### config.mk
export PLATFORM = sky130hd
export DESIGN_NAME = i2c_seq_ctrl
export DESIGN_NICKNAME = d
export VERILOG_FILES = /design/src/rtl/i2c_seq_pkg.sv /design/src/rtl/i2c_seq_prog_rom.sv /design/src/rtl/i2c_seq_regfile.sv /design/src/rtl/i2c_seq_ms_timer.sv /design/src/rtl/i2c_seq_ctrl.sv
export SDC_FILE = /design/constraint.sdc
export NUM_CORES = 1
export LEC_CHECK = 0
export BUFFER_PORTS_ARGS = -buffer_cell sky130_fd_sc_hd__buf_2
export CAP_MARGIN = 10
export CORE_MARGIN = 3
export CORE_UTILIZATION = 40
export DETAILED_ROUTE_END_ITERATION = 16
export PLACE_DENSITY_LB_ADDON = 0.05
export SLEW_MARGIN = 20
export SYNTH_ARGS = -nofsm -noshare
export SYNTH_HDL_FRONTEND = slang
export SYNTH_SLANG_ARGS = --single-unit
### constraint.sdc
create_clock -name clk -period 6.15 [get_ports clk]
set_input_delay 0.3075 -clock clk [delete_from_list [all_inputs] [get_ports clk]]
set_output_delay 0.3075 -clock clk [all_outputs]
set_load 0.01 [all_outputs]
### src/rtl/i2c_seq_pkg.sv
package i2c_seq_pkg;

  localparam int IW    = 15;
  localparam int ARG_W = 3;
  localparam int DAT_W = 8;

  // sequencer opcodes
  localparam logic [3:0] OP_START   = 4'd0;
  localparam logic [3:0] OP_STOP    = 4'd1;
  localparam logic [3:0] OP_WR_REG  = 4'd2;
  localparam logic [3:0] OP_WR_IMM  = 4'd3;
  localparam logic [3:0] OP_RD_ACK  = 4'd4;
  localparam logic [3:0] OP_RD_NACK = 4'd5;
  localparam logic [3:0] OP_LOAD    = 4'd6;
  localparam logic [3:0] OP_ADD     = 4'd7;
  localparam logic [3:0] OP_COMP    = 4'd8;
  localparam logic [3:0] OP_OUT     = 4'd9;
  localparam logic [3:0] OP_DELAY   = 4'd10;
  localparam logic [3:0] OP_JUMP    = 4'd11;
  localparam logic [3:0] OP_HOLD    = 4'd12;

  // codes understood by the attached bus master
  localparam logic [2:0] MOP_START   = 3'd0;
  localparam logic [2:0] MOP_RESTART = 3'd1;
  localparam logic [2:0] MOP_STOP    = 3'd2;
  localparam logic [2:0] MOP_WRITE   = 3'd3;
  localparam logic [2:0] MOP_RD_ACK  = 3'd4;
  localparam logic [2:0] MOP_RD_NACK = 3'd5;

  // jump conditions
  localparam logic [2:0] JC_ALWAYS = 3'd0;
  localparam logic [2:0] JC_EQ     = 3'd1;
  localparam logic [2:0] JC_NE     = 3'd2;

  typedef struct packed {
    logic [3:0]       op;
    logic [ARG_W-1:0] arg;
    logic [DAT_W-1:0] data;
  } seq_instr_t;

  function automatic logic [IW-1:0] seq_word(logic [3:0] op, logic [2:0] arg,
                                             logic [7:0] data);
    return {op, arg, data};
  endfunction

  // default program: poll six devices, two bytes each, then wait for the host
  localparam int DEF_LEN = 18;
  localparam logic [DEF_LEN*IW-1:0] DEF_PROG = {
    seq_word(OP_JUMP,    JC_ALWAYS, 8'h01),  // 17
    seq_word(OP_HOLD,    3'd0, 8'h00),       // 16
    seq_word(OP_JUMP,    JC_NE, 8'h03),      // 15
    seq_word(OP_COMP,    3'd0, 8'h06),       // 14
    seq_word(OP_ADD,     3'd1, 8'h02),       // 13
    seq_word(OP_ADD,     3'd0, 8'h01),       // 12
    seq_word(OP_DELAY,   3'd0, 8'h1E),       // 11
    seq_word(OP_OUT,     3'd3, 8'h02),       // 10
    seq_word(OP_OUT,     3'd2, 8'h01),       // 9
    seq_word(OP_OUT,     3'd0, 8'h00),       // 8
    seq_word(OP_STOP,    3'd0, 8'h00),       // 7
    seq_word(OP_RD_NACK, 3'd3, 8'h00),       // 6
    seq_word(OP_RD_ACK,  3'd2, 8'h00),       // 5
    seq_word(OP_WR_REG,  3'd1, 8'h00),       // 4
    seq_word(OP_START,   3'd0, 8'h00),       // 3
    seq_word(OP_LOAD,    3'd1, 8'hC1),       // 2
    seq_word(OP_LOAD,    3'd0, 8'h00),       // 1
    seq_word(OP_DELAY,   3'd3, 8'hE8)        // 0
  };

endpackage

### src/rtl/i2c_seq_prog_rom.sv
module i2c_seq_prog_rom #(
  parameter int LEN  = 18,
  parameter int PC_W = 5,
  parameter int IW   = 15,
  parameter logic [LEN*IW-1:0] PROGRAM = '0
) (
  input  logic [PC_W-1:0] pc,
  output logic [IW-1:0]   word
);

  logic [IW-1:0] words [LEN];

  for (genvar g = 0; g < LEN; g++) begin : g_word
    assign words[g] = PROGRAM[g*IW +: IW];
  end

  always_comb begin
    if (int'(pc) < LEN) word = words[pc];
    else                word = '0;
  end

endmodule

### src/rtl/i2c_seq_regfile.sv
module i2c_seq_regfile #(
  parameter int NREG = 8,
  parameter int DW   = 8,
  localparam int AW  = (NREG > 1) ? $clog2(NREG) : 1
) (
  input  logic          clk,
  input  logic          rst_n,
  input  logic          we,
  input  logic [AW-1:0] waddr,
  input  logic [DW-1:0] wdata,
  input  logic [AW-1:0] raddr,
  output logic [DW-1:0] rdata
);

  logic [NREG*DW-1:0] flat;

  for (genvar g = 0; g < NREG; g++) begin : g_reg
    logic [DW-1:0] q;
    logic          en;
    assign en = we && (waddr == AW'(g));
    always_ff @(posedge clk or negedge rst_n) begin
      if (!rst_n)  q <= '0;
      else if (en) q <= wdata;
    end
    assign flat[g*DW +: DW] = q;
  end

  assign rdata = flat[raddr*DW +: DW];

endmodule

### src/rtl/i2c_seq_ms_timer.sv
module i2c_seq_ms_timer #(
  parameter int CPM   = 50000,
  parameter int CNT_W = 11,
  localparam int PRE_W = (CPM > 1) ? $clog2(CPM) : 1
) (
  input  logic             clk,
  input  logic             rst_n,
  input  logic             load,
  input  logic [CNT_W-1:0] ms_in,
  input  logic             run,
  output logic             expire
);

  localparam logic [PRE_W-1:0] PRE_MAX = PRE_W'(CPM - 1);

  logic [PRE_W-1:0] pre_q, pre_d;
  logic [CNT_W-1:0] ms_q, ms_d;
  logic             tick;

  assign tick   = run && (pre_q == '0);
  assign expire = tick && (ms_q == CNT_W'(1));

  always_comb begin
    pre_d = pre_q;
    ms_d  = ms_q;
    if (load) begin
      pre_d = PRE_MAX;
      ms_d  = ms_in;
    end else if (tick) begin
      pre_d = PRE_MAX;
      ms_d  = ms_q - 1'b1;
    end else if (run) begin
      pre_d = pre_q - 1'b1;
    end
  end

  always_ff @(posedge clk or negedge rst_n) begin
    if (!rst_n) begin
      pre_q <= '0;
      ms_q  <= '0;
    end else begin
      pre_q <= pre_d;
      ms_q  <= ms_d;
    end
  end

endmodule

### src/rtl/i2c_seq_ctrl.sv
module i2c_seq_ctrl
  import i2c_seq_pkg::*;
#(
  parameter int CLK_FREQ_HZ = 50_000_000,
  parameter int PROG_LEN    = DEF_LEN,
  parameter logic [PROG_LEN*IW-1:0] PROGRAM = DEF_PROG,
  parameter int NREG        = 8
) (
  input  logic       clk,
  input  logic       rst_n,
  output logic       mst_en,
  output logic [2:0] mst_op,
  output logic [7:0] mst_wdata,
  input  logic       mst_done,
  input  logic [7:0] mst_rdata,
  input  logic       mst_nack,
  output logic       held,
  input  logic       notify,
  output logic [3:0] out_addr,
  output logic [7:0] out_data,
  output logic       out_strobe,
  output logic [7:0] ack_errs
);

  localparam int CPM    = CLK_FREQ_HZ / 1000;
  localparam int PC_W   = (PROG_LEN > 1) ? $clog2(PROG_LEN) : 1;
  localparam int REG_AW = (NREG > 1) ? $clog2(NREG) : 1;
  localparam int MS_W   = ARG_W + DAT_W;

  typedef enum logic [1:0] {ST_EXEC, ST_WAIT, ST_DELAY, ST_HOLD} seq_state_e;

  // reset: asynchronous assert, synchronous release
  logic [1:0] rst_sync;
  logic       rst_s_n;
  always_ff @(posedge clk or negedge rst_n) begin
    if (!rst_n) rst_sync <= 2'b00;
    else        rst_sync <= {rst_sync[0], 1'b1};
  end
  assign rst_s_n = rst_sync[1];

  // state
  seq_state_e      state_q, state_d;
  logic [PC_W-1:0] pc_q, pc_d;
  logic            eq_q, eq_d;
  logic            en_q, en_d;
  logic [2:0]      mop_q, mop_d;
  logic [7:0]      wdat_q, wdat_d;
  logic            held_q, held_d;
  logic [3:0]      oaddr_q, oaddr_d;
  logic [7:0]      odata_q, odata_d;
  logic            stb_q, stb_d;
  logic [7:0]      ack_q, ack_d;

  // fetch
  logic [IW-1:0] word;
  seq_instr_t    ins;
  i2c_seq_prog_rom #(
    .LEN(PROG_LEN), .PC_W(PC_W), .IW(IW), .PROGRAM(PROGRAM)
  ) u_rom (
    .pc(pc_q), .word(word)
  );
  assign ins = seq_instr_t'(word);

  // register file
  logic             rf_we;
  logic [7:0]       rf_wdata;
  logic [7:0]       rf_rdata;
  logic [REG_AW-1:0] rf_addr;
  assign rf_addr = REG_AW'(ins.arg);

  i2c_seq_regfile #(.NREG(NREG), .DW(8)) u_rf (
    .clk(clk), .rst_n(rst_s_n),
    .we(rf_we), .waddr(rf_addr), .wdata(rf_wdata),
    .raddr(rf_addr), .rdata(rf_rdata)
  );

  // millisecond timer
  logic tmr_load, tmr_run, tmr_expire;
  i2c_seq_ms_timer #(.CPM(CPM), .CNT_W(MS_W)) u_tmr (
    .clk(clk), .rst_n(rst_s_n),
    .load(tmr_load), .ms_in({ins.arg, ins.data}),
    .run(tmr_run), .expire(tmr_expire)
  );

  // decode helpers
  logic [PC_W-1:0] pc_inc, jmp_tgt;
  logic            is_read, is_write, jmp_take, mst_fin;
  logic [2:0]      mop_sel;

  assign pc_inc   = (pc_q == PC_W'(PROG_LEN - 1)) ? '0 : pc_q + 1'b1;
  assign jmp_tgt  = (int'(ins.data) < PROG_LEN) ? PC_W'(ins.data) : '0;
  assign is_read  = (ins.op == OP_RD_ACK) || (ins.op == OP_RD_NACK);
  assign is_write = (ins.op == OP_WR_REG) || (ins.op == OP_WR_IMM);
  assign mst_fin  = (state_q == ST_WAIT) && !en_q && mst_done;
  assign jmp_take = (ins.arg == JC_ALWAYS) ||
                    ((ins.arg == JC_EQ) && eq_q) ||
                    ((ins.arg == JC_NE) && !eq_q);

  always_comb begin
    unique case (ins.op)
      OP_START:   mop_sel = MOP_START;
      OP_STOP:    mop_sel = MOP_STOP;
      OP_RD_ACK:  mop_sel = MOP_RD_ACK;
      OP_RD_NACK: mop_sel = MOP_RD_NACK;
      default:    mop_sel = MOP_WRITE;
    endcase
  end

  // next state
  always_comb begin
    state_d  = state_q;
    pc_d     = pc_q;
    eq_d     = eq_q;
    en_d     = 1'b0;
    mop_d    = mop_q;
    wdat_d   = wdat_q;
    held_d   = held_q;
    oaddr_d  = oaddr_q;
    odata_d  = odata_q;
    stb_d    = 1'b0;
    ack_d    = ack_q;
    rf_we    = 1'b0;
    rf_wdata = ins.data;
    tmr_load = 1'b0;
    tmr_run  = 1'b0;

    unique case (state_q)
      ST_EXEC: begin
        case (ins.op)
          OP_START, OP_STOP, OP_WR_REG, OP_WR_IMM, OP_RD_ACK, OP_RD_NACK: begin
            en_d    = 1'b1;
            mop_d   = mop_sel;
            wdat_d  = (ins.op == OP_WR_REG) ? rf_rdata : ins.data;
            state_d = ST_WAIT;
          end
          OP_LOAD: begin
            rf_we = 1'b1;
            pc_d  = pc_inc;
          end
          OP_ADD: begin
            rf_we    = 1'b1;
            rf_wdata = rf_rdata + ins.data;
            pc_d     = pc_inc;
          end
          OP_COMP: begin
            eq_d = (rf_rdata == ins.data);
            pc_d = pc_inc;
          end
          OP_OUT: begin
            stb_d   = 1'b1;
            oaddr_d = ins.data[3:0];
            odata_d = rf_rdata;
            pc_d    = pc_inc;
          end
          OP_DELAY: begin
            if ({ins.arg, ins.data} == '0) begin
              pc_d = pc_inc;
            end else begin
              tmr_load = 1'b1;
              state_d  = ST_DELAY;
            end
          end
          OP_JUMP: pc_d = jmp_take ? jmp_tgt : pc_inc;
          OP_HOLD: begin
            held_d  = 1'b1;
            state_d = ST_HOLD;
          end
          default: pc_d = pc_inc;
        endcase
      end
      ST_WAIT: begin
        if (mst_fin) begin
          if (is_read) begin
            rf_we    = 1'b1;
            rf_wdata = mst_rdata;
          end
          if (is_write && mst_nack && (ack_q != 8'hFF)) ack_d = ack_q + 1'b1;
          pc_d    = pc_inc;
          state_d = ST_EXEC;
        end
      end
      ST_DELAY: begin
        tmr_run = 1'b1;
        if (tmr_expire) begin
          pc_d    = pc_inc;
          state_d = ST_EXEC;
        end
      end
      ST_HOLD: begin
        if (notify) begin
          held_d  = 1'b0;
          pc_d    = pc_inc;
          state_d = ST_EXEC;
        end
      end
      default: state_d = ST_EXEC;
    endcase
  end

  // registers
  always_ff @(posedge clk or negedge rst_s_n) begin
    if (!rst_s_n) begin
      state_q <= ST_EXEC;
      pc_q    <= '0;
      eq_q    <= 1'b0;
      en_q    <= 1'b0;
      mop_q   <= '0;
      wdat_q  <= '0;
      held_q  <= 1'b0;
      oaddr_q <= '0;
      odata_q <= '0;
      stb_q   <= 1'b0;
      ack_q   <= '0;
    end else begin
      state_q <= state_d;
      pc_q    <= pc_d;
      eq_q    <= eq_d;
      en_q    <= en_d;
      mop_q   <= mop_d;
      wdat_q  <= wdat_d;
      held_q  <= held_d;
      oaddr_q <= oaddr_d;
      odata_q <= odata_d;
      stb_q   <= stb_d;
      ack_q   <= ack_d;
    end
  end

  assign mst_en     = en_q;
  assign mst_op     = mop_q;
  assign mst_wdata  = wdat_q;
  assign held       = held_q;
  assign out_addr   = oaddr_q;
  assign out_data   = odata_q;
  assign out_strobe = stb_q;
  assign ack_errs   = ack_q;

endmodule

Word level (Yosys, flattened, before mapping):

Memories as Yosys holds them, arrays and structs flattened.
Cells that the tools add are included.
Widths: inputs -> output; s select.

* $add $sub $neg: 5
* magnitude comparators: 3
* equality and inequality tests: 34
* shifts and indexed selects: 1
* muxes and demuxes: 44
* bitwise logic cells: 1
* reductions and logical operators: 40

Operator list (number)
* $shiftx 64x7->8: 1
* $mux 16: 3
* $mux 15: 3
* $mux 5: 7
* $mux 8: 4
* $mux 11: 2
* $eq 4x4->1 const B: 5
* $pmux 5 s4: 1
* $eq 4x3->1 const B: 4
* $logic_and 1x1->1: 16
* $logic_not 16->1: 1
* $pmux 8 s2: 1
* $sub 16x1->16 const B: 1
* $pmux 5 s3: 1
* $mux 1: 13
* $eq 3x3->1 const B: 4
* $pmux 3 s4: 1
* $eq 11x1->1 const B: 1
* $logic_not 11->1: 1
* $sub 11x1->11 const B: 1
* $reduce_and 5->1: 2
* $add 8x1->8 const B: 1
* $add 8x8->8: 1
* $eq 4x2->1 const B: 2
* other kinds (33): 51

* register bits after elaboration: 135
* memory bits (read-only): 480
* input bits: 13
* output and inout bits: 34
* memories kept: 1

Memory list
* (no name shown): words 32, width 15, rd ports 1, clocked after Yosys merged registers in 0, write ports 0, line i2c_seq_prog_rom.sv:18 `if (int'(pc) < LEN) word = words[pc];`

Longest topological paths before layout:

Gate-level depths: netlist (run 1).

* depth in word-level cells: 12
* mapped depth: 19

Modules after synthesis:

From an unflattened synthesis (run 1), not the netlist that was laid out.

* cell total of the unflattened synthesis: 670
* area total of the unflattened synthesis: 7569.8 sq um

By module, submodules not included
* i2c_seq_regfile: times used 1, cells an instance 172, area an instance 2992.9 sq um, seq. area each 1601.5 sq um
* i2c_seq_ctrl: times used 1, cells an instance 265, area an instance 2593.7 sq um, seq. area each 1101.1 sq um
* i2c_seq_ms_timer: times used 1, cells an instance 175, area an instance 1569.0 sq um, seq. area each 675.6 sq um
* i2c_seq_prog_rom: times used 1, cells an instance 58, area an instance 414.1 sq um, seq. area each 0.0 sq um

Worst setup path before layout (run 1):

OpenSTA, ideal clock, no wires.

* path kind: register -> register
* start point: register pc_q[0]
* end point: register u_rf.g_reg[2].q[7]
* arrival time: 3893 ps
* data required time: 6085 ps
* slack: 2192 ps
* cell stages (with the launch flop): 16
* path buffers: 2
* period minus slack after synthesis: 3958 ps
* cells stage by stage: dfrtp_1 -> inv_1 -> ha_1 -> mux2_2 -> a22oi_4 -> buf_4 -> buf_1 -> a31oi_1 -> ha_1 -> a211oi_1 -> nor2_1 -> or4_1 -> a31oi_1 -> xnor3_1 -> nor3_2 -> o22a_1

* elaborated cells between the ends (all ways): 24
* classes of those cells: add/sub (1); order compare (1); eq/ne (5); shift (1); mux (11); bitwise (1); reduce/logical (3); memory (1)

RTL lines
* from (decl): line i2c_seq_ctrl.sv:43 `logic [PC_W-1:0] pc_q, pc_d;`
* from (signal assigned): line i2c_seq_ctrl.sv:216 `pc_q <= pc_d;`
* $not 5->6 (not written as such): line i2c_seq_prog_rom.sv:18
* $mem_v2 32x15
* $mux 15 (not written as such) (2 in a row): line i2c_seq_prog_rom.sv:18
* $mux 15 *: line i2c_seq_prog_rom.sv:18
* $shiftx 64x7->8 *: line i2c_seq_regfile.sv:28 `assign rdata = flat[raddr*DW +: DW];`
* net rf_rdata[1]: line i2c_seq_ctrl.sv:67 `logic [7:0] rf_rdata;`
* $add 8x8->8 *: line i2c_seq_ctrl.sv:142 `rf_wdata = rf_rdata + ins.data;`
* $mux 8 *: line i2c_seq_ctrl.sv:129 `case (ins.op)`
* $pmux 8 s2 *: line i2c_seq_ctrl.sv:127 `unique case (state_q)`
* to (signal assigned): line i2c_seq_regfile.sv:23 `else if (en) q <= wdata;`
* to (decl): line i2c_seq_regfile.sv:18 `logic [DW-1:0] q;`

Mark *: on every way through the listed nets, which the timed path passes. The rest lies on a longest branch. The select of a mux whose other input is x is not followed.
A chain may end at the register's enable or synchronous reset.

Worst setup path after layout (run 1):

* start point: register pc_q[1]
* end point: register u_rf.g_reg[0].q[7]

* elaborated cells between the ends (all ways): 24
* classes of those cells: add/sub (1); order compare (1); eq/ne (4); shift (1); mux (11); bitwise (1); reduce/logical (4); memory (1)

RTL lines (line)
* $not 5->6 (not written as such): i2c_seq_prog_rom.sv:18
* $mem_v2 32x15
* $mux 15 (not written as such) (2 in a row): i2c_seq_prog_rom.sv:18
* $mux 15 *: i2c_seq_prog_rom.sv:18
* $shiftx 64x7->8 *: i2c_seq_regfile.sv:28
* net rf_rdata[1]: i2c_seq_ctrl.sv:67
* $add 8x8->8 *: i2c_seq_ctrl.sv:142
* $mux 8 *: i2c_seq_ctrl.sv:129
* $pmux 8 s2 *: i2c_seq_ctrl.sv:127
* to (signal assigned): i2c_seq_regfile.sv:23
* to (decl): i2c_seq_regfile.sv:18

Marks and branches as above.

==> summary.md, run 1 <==
The flow ran to the end, and the final reports show no timing, DRC or antenna violations. The hold buffer count at CTS is 1. The remaining global-route overflow is 0.

For this design the top-level I/O count stands at 47. The maximum buffer depth of the clock tree is 2, and the top cell type's share of synthesized area is 42.6%. The worst hold path belongs to the class reg -> async. At the end of the flow the core is filled with cells to 46.1%. The cell family contributing the most delay on the critical path is compound AO/OA/AOI/OAI gates.

TritonCTS built the clock tree. Once the clock tree was built, the setup fixing pass inserted 0 buffers. For this design the static power due to leakage is 0.00310 uW. The instance area after placement was 6420 um2.

In this run the critical register-to-register path is launched from pc_q[1]. After clock tree synthesis, the clock-pin slew on the worst setup and hold paths is 80 ps. The maximum vdd ir drop is 0.000279 V, and the setup slack of the worst register-to-register path is 1320 ps. The height of the die was 129 um. The number of nets in the synthesized netlist is 638.

The root buffer cell chosen for the clock tree is clkbuf_16. After technology mapping, the gate count stands at 605. The first global-routing pass estimated 25500 um of wire. The largest individual stage delay along the critical path comes from the cell dfrtp_1. In the final design database the tool counted 677 nets. The worst-path maximum fanout works out to 22. In the routed design, unresolved DRC markers number 0.

The synthesis-to-finish area growth was 11.8%; the insertion delay of the later-clocked pin in the worst-skew pair was 360 ps. For this configuration, the core starts out at a cell density of 41.2%. For the distinct cell type count after synthesis, the log shows 81. The number of max-slew violations in the final report is 0, and the number of buffers created by CTS is 9.

The average wire per standard cell came out at 19.1 um. The stage delay of the slowest cell on the critical path works out to 650 ps. For the sequential share of the synthesized area, the log shows 42.6%.

The critical path is of the reg -> reg type. The shortest clock period the worst path allows after layout was 4830 ps; the detailed-placement wirelength estimate was 11500 um. The starting DRC count in detailed routing was 388; the actual slew at the worst max-slew pin was 978 ps. The fraction of layout instances using a drive strength above 1 works out to 20.0%. For the count of synthesis-stage warnings from yosys, the log shows 0. The via count of the first global-routing pass was 4613; the number of filler instances in the final layout was 1415. The logs give 6770 um2 for the summed area of non-filler cells in the final layout and 0 for the max-capacitance violation count.

The signal on the critical path passes through inv_1, ha_1, mux2_2, a22oi_4, a211oi_1, a31oi_1, ha_1, a211oi_1, nor2_1, or4_1, a31oi_1, xnor3_1, nor3_2, o22a_1. The run gives 6060 um2 as the cell area after synthesis. For the final routed database, the setup TNS stands at 0 ps.

The run gives 0.846 as the last weighted congestion value of the routability-driven placer. Gates resized during post-CTS repair numbered 0. The setup-violating endpoint count in the final report is 0, and the number of I/O port buffers is 46. Of all cell types, the one taking the most synthesized area is dfrtp_1. The core area is 14700 um2. The worst setup path is launched from a flip-flop.

The kind of end point of the critical path was a flip-flop. The buffer and inverter count on the worst path is 1. In the routed layout, each cell is associated on average with a via count of 5.64.

The first detailed-routing pass ran for 4 iterations. Counting flops and latches in the post-synthesis netlist gives 103. In the finished design, the share of the clock period the worst path needs comes to 78.5%. The initialized floorplan defines 44 standard-cell rows.

The arrival time of the worst setup path was 5120 ps. The worst reg2reg path depth is 14, and the vias after detailed routing is 4700. The logs give 34.3% for the remaining max-slew budget at the tightest pin and 15900 um for the overall routed net length. Timing would allow up to 207 MHz.

In this run the remaining antenna-violating nets after routing total 0. Setup repair after global routing left no endpoint under its margin. Ratio of total power to cell area: 603 nW/um2. For this run, asynchronously set or reset flops after synthesis account for 100%. The H-tree was split into 3 levels. For this run, the leading register cell type out of synthesis is dfrtp_1. In the post-synthesis netlist, the biggest area contributors are dfrtp_1 43%, mux2_2 6.9%, nand2_1 4.1%. Entering global routing, the biggest net connects 81 pins. The number of antenna violations at the first check in global routing is 0, and the count of flip-flops with a built-in enable after synthesis is 0.

The CTS sink count came out at 103. The worst register-to-register path ends at u_rf.g_reg[0].q[7]. The worst slack on hold paths came out at 221 ps. For this run, the total global-route usage over all layers was measured as 19.7%. The die covers 16700 um2. Measured along the x axis, the die boundary spans 129 um. The repair_antennas step left the layout with diodes totalling 0. Across the routed clock network, the largest skew measured is 9.04 ps.

The number of endpoints with negative hold slack in the final report came out at 0. The required time reported for the critical path endpoint was 6450 ps. Averaged over all synthesized cells, the footprint is 10.0 um2.
flip-flops by register name, indices dropped and copies added, names as in the netlist:
signal / cells
u_tmr.ms_q: 11
mst_en: 1
pc_q: 5
held: 1
u_rf.g.q: 32
ack_errs: 8
mst_wdata: 8
u_tmr.pre_q: 16
out_addr: 4
out_strobe: 1
rst_sync: 2
out_data: 8
eq_q: 1
mst_op: 3
state_q: 2
placed cells by master, fill, tap and decap left out, types with 5 or more instances in the layout:
cell	count
nor3_1	17
nor4_1	7
nand3b_1	7
ha_1	19
mux2i_1	6
a22o_1	7
a31oi_1	15
xor2_1	5
mux2_2	37
dfrtp_1	102
nand2_1	66
nand2b_1	5
clkbuf_16	9
nand4_1	7
nor2_1	40
or3_1	7
a211oi_1	11
xnor2_1	22
a21o_1	6
nand3_1	11
nor2b_1	10
a21oi_1	21
and2_0	6
inv_1	22
and3_1	8
buf_2	46
o21ai_0	24
layout make-up:
class,instances,area (um2),area share (%)
clock inverter,5,88.8,1.31
multi-input combinational,457,3270,48.3
sequential,103,2580,38.1
timing repair buffer,51,274,4.05
clock buffer,11,243,3.59
inverter,22,82.6,1.22
tap,184,230,3.40
where the power goes:
part / total [uW] / internal (uW) / switching (uW)
logic: 2290 / 866 / 1420
registers: 1140 / 913 / 231
clock network: 647 / 374 / 274
synth_stat cells (3+ instances only):
| master | n |
|---|---|
| a22o_1 | 7 |
| xnor2_1 | 22 |
| a311oi_1 | 3 |
| buf_2 | 11 |
| nand3_1 | 11 |
| buf_4 | 3 |
| mux2_1 | 4 |
| xor2_1 | 5 |
| mux2_2 | 37 |
| o22ai_1 | 4 |
| nand4_1 | 7 |
| o21ai_0 | 24 |
| nor3_1 | 17 |
| o211ai_1 | 3 |
| o21a_1 | 3 |
| nand2b_1 | 5 |
| mux2i_1 | 6 |
| o22a_1 | 4 |
| nor3_4 | 3 |
| and2_0 | 6 |
| nor2_2 | 4 |
| a31oi_1 | 15 |
| nor2_1 | 40 |
| inv_1 | 22 |
| o21ai_1 | 4 |
| dfrtp_1 | 103 |
| a211oi_1 | 11 |
| a21oi_1 | 21 |
| nand3b_1 | 7 |
| or4_1 | 4 |
| nor4_1 | 7 |
| a221o_1 | 4 |
| nand2_1 | 66 |
| nor2b_1 | 10 |
| clkbuf_1 | 6 |
| a211o_1 | 4 |
| and3_1 | 8 |
| or3_1 | 7 |
| ha_1 | 19 |
| a21o_1 | 6 |
logic make-up after synthesis:
family / after synthesis / share of synthesized area [%]
xor+xnor: 28 / 4.28
buf+inv: 45 / 3.45
flops: 103 / 42.6
compound gates: 134 / 15.9
other cells: 1 / 0.0619
mux: 48 / 8.84
simple gates: 226 / 20.6
fa+ha+maj: 20 / 4.26
worst max path at each step:
| stage | start | end | slack (ps) | depth (start not counted) |
|---|---|---|---|---|
| 6_report | pc_q[1] | u_rf.g_reg[0].q[7] | 1320 | 14 |
| 5_1_grt | pc_q[1] | u_rf.g_reg[3].q[6] | 980 | 17 |
| 4_1_cts | pc_q[1] | u_rf.g_reg[0].q[7] | 1350 | 14 |
| 3_5_place_dp | pc_q[1] | u_rf.g_reg[0].q[7] | 1380 | 14 |
| 3_3_place_gp | pc_q[1] | u_rf.g_reg[2].q[7] | 1540 | 14 |
| 2_1_floorplan | pc_q[0] | u_rf.g_reg[2].q[7] | 2190 | 15 |
stage by stage:
step	worst slack [ps]	power, uW	std cells
final	1320	4080	833
after global routing	975	4400	833
after CTS	1350	4100	833
after detailed placement	1380	3430	816
after global placement	1540	3420	816
after floorplan	2190	2820	605
layer usage:
layer  track usage (%)  part of all wire (%)  vias to the layer above
met5                 0                     0                        -
met4              4.51                   1.0                        0
met3              3.83                   4.5                       12
met2              31.9                    48                       92
met1              27.5                    47                     2319
li1                  -                     -                     2277
No activity file was read; power rests on OpenSTA's default activity.
==> run 2: changes to the inputs <==
==> constraint.sdc (replaced) <==
create_clock -name clk -period 5.1 [get_ports clk]
set_input_delay 0.255 -clock clk [delete_from_list [all_inputs] [get_ports clk]]
set_output_delay 0.255 -clock clk [all_outputs]
set_load 0.01 [all_outputs]
==> summary.md, run 2 (same netlist as run 1, synthesis figures left out) <==
The run finished with clean final reports. The number of flip-flops under the largest register name was 32 (unchanged); the setup slack after placement was 341 ps (-1040 ps). In this run the worst setup path begins at pc_q[1]. The number of max-slew violations in the final report is 0 (unchanged). The maximum buffer depth of the clock tree came out at 2 (unchanged). The CTS sink count is 103 (unchanged).

The number of antenna violations at the first check in global routing was 0 (unchanged). The number of nets in the layout was 681 (+0.59%); the average wire per standard cell was 19.1 um (+0.37%). In this design, the largest share of critical-path delay is due to compound AO/OA/AOI/OAI gates. The buffer and inverter count on the worst path is 1 (unchanged). The height of the die was 129 um (unchanged); the core area was 14700 um2 (unchanged).

The maximum vdd ir drop was 0.000346 V (+24%); the last weighted congestion value of the routability-driven placer was 0.873 (+3.2%). The vias after detailed routing came out at 4777 (+1.6%). Insertion delay of the later-clocked pin in the worst-skew pair: 350 ps (about the same).

The tools report the non-filler instance count after layout as 837 (+0.48%). The tools report the aggregate global-route resource usage as 19.6% (-0.11 points). Via count of the first global-routing pass: 4646 (+0.72%). The remaining routing DRC violations was 0 (unchanged).

The summed negative setup slack over all endpoints is 0 ps (unchanged). Cell total after placement: 819 (+0.37%). Setup repair after global routing left no endpoint under its margin. The initial core utilization was 41.2% (unchanged). The run gives 0 (unchanged) as the number of endpoints with negative hold slack in the final report. The clock transition at the registers of the reported paths is 70 ps (about the same), and the number of filler instances in the final layout is 1434 (+1.3%). The tools report the starting DRC count in detailed routing as 328 (-15%). The master of the slowest instance on the critical path was dfrtp_1. The tree is rooted in a clkbuf_16. The max-capacitance violation count is 0 (unchanged), and the number of I/O port buffers is 46 (unchanged).

The register name with the most flops is u_rf.g.q. The period utilization works out to 89.7% (+11 points). The largest registers in the layout are u_rf.g.q (32), u_tmr.pre_q (16), u_tmr.ms_q (11). The number of buffers created by CTS came out at 9 (unchanged). Remaining max-slew budget at the tightest pin: 36.4% (+2.1 points). The run gives 0 (unchanged) as the number of diodes added for antenna fixing. The floorplan die width came out at 129 um (unchanged). Remaining antenna violation count: 0 (unchanged). The tools report the detailed-placement wirelength estimate as 11500 um (+0.22%). The maximum operating frequency came out at 219 MHz (+5.5%). The kind of end point of the critical path was a flip-flop. The worst-path maximum fanout came out at 15 (-32%).

The critical path is of the reg -> reg type. The standard-cell row count is 44 (unchanged). The shortest clock period the worst path allows after layout is 4570 ps (-254 ps). The setup-violating endpoint count in the final report was 0 (unchanged). The final worst clock skew is 7.15 ps (-1.89 ps). The stage delay of the slowest cell on the critical path was 650 ps (about the same). For the arrival time of the worst setup path, the log shows 4870 ps (-250 ps). Synthesis-to-finish area growth: 11.8% (about the same). The critical path goes through inv_1, ha_1, mux2_2, a22oi_4, a211oi_1, a31oi_1, ha_1, a211oi_1, nor2_1, or4_1, a31oi_1, xnor3_1, nor3_2, o22a_1.

The most frequent standard cell in the layout excluding fill and tap cells is dfrtp_1. The ratio of total power to cell area was 723 nW/um2 (+20%). The number of detailed-routing iterations run before antenna repair is 5 (+1).

The required time reported for the critical path endpoint was 5390 ps (-1060 ps); the average vias per placed instance was 5.71 (+1.2%). The logs give 56 (-31%) for the largest net degree at the start of global routing and 0 (unchanged) for the remaining global-route overflow. In the layout the commonest cells are 102 x dfrtp_1, 66 x nand2_1, 46 x buf_2. The leakage power figure was 0.00309 uW (-0.20%); the number of levels in the clock H-tree was 3 (unchanged).

The path class of the tightest hold or removal check is in -> async. TritonCTS built the clock tree. The final cell utilization of the core was 46.1% (about the same); the number of primary I/O pins was 47 (unchanged). For the worst slack on hold paths, the log shows 207 ps (-13.9 ps). The worst setup path is launched from a flip-flop. Overall routed net length: 16000 um (+0.86%). The startpoint of the worst-slack reg-to-reg timing path was pc_q[1]. The actual slew at the worst max-slew pin is 947 ps (-30.8 ps), and the global-route wire length before repair is 25400 um (-0.65%).

The logs give 528 ps (-796 ps) for the final worst setup slack and 16700 um2 (unchanged) for the total die area. The fraction of layout instances using a drive strength above 1 works out to 20.5% (+0.49 points).
run 2: per-stage QoR:
stage	cell area (um2)	power, uW
floorplan	6060	3400
global placement	6450	4120
detailed placement	6450	4160
CTS	6760	4890
global route	6770	5290
finish	6770	4900
run 2: where the power goes:
group | internal, uW | leakage, uW | switching, uW
Clock | 397 | 0.000139 | 316
Sequential | 1100 | 0.00133 | 294
Combinational | 1070 | 0.00163 | 1720
run 2: timing repair:
action                     in CTS  in global routing
setup endpoints to repair       0                  8
setup buffers                   0                  0
resized for setup               0                  1
hold endpoints to repair        2                  0
hold buffers                    1                  0
run 2: final timing paths:
check / end / slack, ps / cells after the start
setup reg to reg: u_rf.g_reg[1].q[7] / 530 / 14
setup / recovery: u_rf.g_reg[1].q[7] / 530 / 14
min in group clk: held / 210 / 4
hold reg to reg: u_rf.g_reg[3].q[3] / 330 / 0
hold / removal: rst_sync[1] / 210 / 2
max in group asynchronous: u_tmr.pre_q[8] / 3590 / 1
run 2: routing by layer:
metal	track usage, %	routed length [um]
met1	27.8	7630
met2	31.2	7570
met3	3.59	619
met4	4.76	204
met5	0	0
run 2: area by class of cell:
type,instances,area (um2),share of cell area [%]
clock buffers,12,246,3.64
clock inverters,4,53.8,0.795
inverters,22,82.6,1.22
multi-input cells,458,3280,48.5
flip-flops and latches,103,2580,38.1
well taps,184,230,3.40
repair buffers,54,293,4.32
